===== src/rtl/wsel_deser.sv =====
module wsel_deser #(
  parameter int W = 8
) (
  input  logic         clk,
  input  logic         rst,
  input  logic         sdi,
  input  logic [1:0]   wsel,
  input  logic [1:0]   psel,
  output logic [W-1:0] dout,
  output logic         wclk
);
  localparam int CW = $clog2(W);
  localparam int AW = CW + 3;

  logic [1:0]    wq, pq;
  logic [CW-1:0] cnt, nxt, poff;
  logic [CW:0]   n;
  logic [AW-1:0] d, dm;
  logic [W-1:0]  acc, word, mask;
  logic          restart, upd, wclk_n;

  assign n = (wsel == 2'd0) ? (CW+1)'(2) :
             (wsel == 2'd1) ? (CW+1)'(4) : (CW+1)'(W);
  assign poff    = CW'((AW'(psel) * AW'(n)) >> 2);
  assign restart = (wsel != wq) || (psel != pq);
  assign upd     = !restart && (cnt == CW'(n - 1'b1));
  assign nxt     = (restart || upd) ? '0 : cnt + 1'b1;
  assign mask    = W'((AW'(1) << n) - AW'(1));
  assign d       = AW'(nxt) + AW'(n) - AW'(poff);
  assign dm      = (d >= AW'(n)) ? d - AW'(n) : d;
  assign wclk_n  = dm < AW'(n >> 1);

  always_comb begin
    word      = acc;
    word[cnt] = sdi;
    word      = word & mask;
  end

  always_ff @(posedge clk) begin
    wq <= wsel;
    pq <= psel;
    if (rst) begin
      cnt  <= '0;
      acc  <= '0;
      dout <= '0;
      wclk <= 1'b0;
    end else begin
      cnt  <= nxt;
      wclk <= wclk_n;
      if (!restart) acc[cnt] <= sdi;
      if (upd) dout <= word;
    end
  end
endmodule



===== config.mk =====
export PLATFORM = sky130hd
export DESIGN_NAME = wsel_deser
export DESIGN_NICKNAME = d
export VERILOG_FILES = /design/src/rtl/wsel_deser.sv
export SDC_FILE = /design/constraint.sdc
export NUM_CORES = 1
export LEC_CHECK = 0
export BUFFER_PORTS_ARGS = -buffer_cell sky130_fd_sc_hd__buf_2
export CAP_MARGIN = 10
export CORE_MARGIN = 1
export CORE_UTILIZATION = 45
export CTS_BUF_LIST = sky130_fd_sc_hd__clkbuf_2
export DETAILED_ROUTE_END_ITERATION = 8
export PLACE_DENSITY_LB_ADDON = 0.12
export SYNTH_ARGS = -nofsm -noshare
export SYNTH_HDL_FRONTEND = slang
export SYNTH_SLANG_ARGS = --single-unit

===== constraint.sdc =====
create_clock -name clk -period 4.6 [get_ports clk]
set_input_delay 0.23 -clock clk [delete_from_list [all_inputs] [get_ports clk]]
set_output_delay 0.23 -clock clk [all_outputs]
set_load 0.01 [all_outputs]

==> impl_metrics.tcl <==
set metrics [dict create \
    status "finished clean" \
    fin_setup_tns_ps 0 \
    grt_max_degree 21 \
    synth-seq-cells 24 \
    pwr-share-seq 0.499 \
    num_vias 1140 \
    grt-ovfl-total 0 \
    viasPerCell 5.09 \
    dieArea_sq_um 3570 \
    antenna_found_initial 0 \
    power_switching_uw 134 \
    cp-end-kind "register" \
    layout-drive-gt1-share 0.167 \
    crit_required_ps 4880 \
    hold_violations 0 \
    slew_viol_final 0 \
    synth_common_cells "nor2_1, dfxtp_1, mux2i_1" \
    drt_iter0_drc 27 \
    rows 20 \
    period_needed_ps 4240 \
    min_path_type "primary input to register" \
    critPathBufInv 0 \
    max_freq_mhz 236 \
    die_w_microns 59.7 \
    pwr-share-comb 0.325 \
    synth-main-ff-cell "dfxtp_1" \
    ys_seq_area_frac 0.321 \
    worst_clock_skew_ps 1.57 \
    start_util 0.483 \
    core_sq_um 3100 \
    async_flop_share 0 \
    p_per_area_nw_per_um2 261 \
    clk_latency_ps 330 \
    final_area_sq_um 1650 \
    areaGrowthSynthToFinish_pct 9.77 \
    dp_slack_ps 17.1 \
    setup_ws_ps 364 \
    die_height_microns 59.7 \
    antenna_cells 0 \
    port_buffers 15 \
    ir_drop_mv 0.212 \
    finalSetupViolations 0 \
    cts_tree "yes" \
    netlist_area_sq_um 1500 \
    ys_warn_count 0 \
    power.leakage_uw 0.000774 \
    hold_slack_ps 49.1 \
    relSlewSlack 0.685 \
    dp_hpwl_microns 2170 \
    cts_sinks 24 \
    grt_usage 0.183 \
    tightestPinTransition_ps 473 \
    yosys.area.top_type "dfxtp_1" \
    cp_max_fo 11 \
    synth_cells 164 \
    cts_setup_buffers 0 \
    cpLargestDelayFamily "adder cells" \
    cp.arrival_ps 4510 \
    htreeDepth 1 \
    slowest_stage "fa_1" \
    grt_pass1_wl_microns 4820 \
    root_buffer "clkbuf_2" \
    numCtsBuffers 3 \
    grt_pass1_vias 1119 \
    crit_top_cell "ha_1" \
    synth_top_area_share 0.321 \
    path_clk_slew_ps 200 \
    maxCapViolations 0 \
    place_congestion 0.699 \
    wl_per_cell_microns 12.6 \
    cpPeakStageDelay_ps 480 \
    syn_nets 187 \
    worstPathCellList "xor2_1, o31ai_1, a21oi_1, and2_1, fa_1, ha_1, fa_1, xnor2_1, ha_1, a21oi_2, nand4_1, mux2i_1, ha_1, a21boi_0, o21ai_0, nand3_1, a31oi_1" \
    drc_errors 0 \
    synth_area_per_cell_sq_um 9.14 \
    routed_wirelength_microns 2830 \
    placed_area_sq_um 1610 \
    synth_edf_count 0 \
    crit_type "register to register" \
    rsz0062_at_grt "no" \
    p_int_uw 297 \
    final_nets 205 \
    synth_area_leaders "dfxtp_1, ha_1, mux2i_1" \
    ant_nets 0 \
    cts_buffer_depth 2 \
    firstDrtPassIters 4 \
    post-synth-top-count-cell "nor2_1" \
    io_pins 16 \
    switching_share 0.310 \
    utilization 0.530 \
    startpoint_type "register" \
    fin_crit_sh 0.921 \
    synth.distinct_cells 32 \
    p_clk_frac 0.176 \
]
[layout make-up]
type	instances	area, sq um
fill	309	1460
multi-input combinational	124	940
sequential	24	483
timing repair buffer	21	123
tap	44	55.1
inverter	8	30.0
clock buffer	3	15.0
[per-layer routing]
| metal | global-route usage | vias up | part of all wire |
|---|---|---|---|
| met5 | 0 | - | 0 |
| met4 | 0.0432 | 0 | 0.0060 |
| met3 | 0.0476 | 4 | 0.026 |
| met2 | 0.317 | 16 | 0.48 |
| met1 | 0.226 | 534 | 0.48 |
| li1 | - | 586 | - |
[registers in the layout (all words and copies together) (netlist names)]
register and cells:
dout 8, cnt 3, wclk 1, wq 2, pq 2, acc 8
[through the flow]
step / instances / power, uW
2_1_floorplan: 164 / 324
3_3_place_gp: 220 / 348
3_5_place_dp: 220 / 357
4_1_cts: 223 / 431
5_1_grt: 224 / 460
6_report: 224 / 430
[power groups by stage]
stage | registers [uW] | clock network [uW] | logic, uW
4_1_cts | 215 | 78.1 | 138
6_report | 215 | 75.6 | 140
5_1_grt | 215 | 87.0 | 158
3_5_place_dp | 219 | 0 | 138
2_1_floorplan | 220 | 0 | 104
3_3_place_gp | 219 | 0 | 129
[placed cells by master, fill, tap and decap left out]
| cell type | count |
|---|---|
| or3b_1 | 1 |
| nand4_2 | 1 |
| o21bai_1 | 1 |
| ha_1 | 12 |
| nand3b_1 | 4 |
| a21boi_0 | 1 |
| or3_1 | 3 |
| dfxtp_2 | 2 |
| buf_2 | 15 |
| maj3_1 | 1 |
| o31ai_1 | 1 |
| mux2_2 | 3 |
| inv_1 | 8 |
| and2_1 | 6 |
| nand4b_1 | 1 |
| nor3b_1 | 2 |
| nor3_1 | 2 |
| fa_1 | 4 |
| nor2b_1 | 2 |
| xnor2_1 | 9 |
| clkbuf_2 | 3 |
| a21oi_2 | 1 |
| o21ai_0 | 1 |
| mux2i_1 | 15 |
| buf_4 | 5 |
| dfxtp_1 | 22 |
| nand3_1 | 3 |
| nand4_1 | 2 |
| nand2_1 | 3 |
| dlygate4sd3_1 | 1 |
| nand2b_1 | 3 |
| xor2_1 | 3 |
| a31oi_1 | 1 |
| nor2_1 | 27 |
| a21oi_1 | 11 |
[final timing paths]
path / start / to / slack, ps / depth (start not counted)
setup / recovery: cnt[1] / wclk / 360 / 17
hold / removal: psel[1] / pq[1] / 50 / 1
setup reg to reg: cnt[1] / wclk / 360 / 17
hold reg to reg: dout[3] / dout[3] / 480 / 2
[timing repair]
item / in CTS / in global routing
endpoints found under the hold margin: 0 / 1
gates resized for setup: 0 / 3
setup endpoints to repair: 0 / 1
hold buffers: 0 / 1
[cell families (layout without fill, tap and decap cells)]
kind of cell    count (synthesis)  in the layout  synth area share
compound gates                 17             17            0.0626
xor+xnor                       12             12            0.0701
fa+ha+maj                      17             17             0.160
buf+inv                        16             32            0.0551
flops                          24             24             0.321
mux                            18             18             0.123
simple gates                   60             60             0.209
No activity file was read; power rests on OpenSTA's default activity.
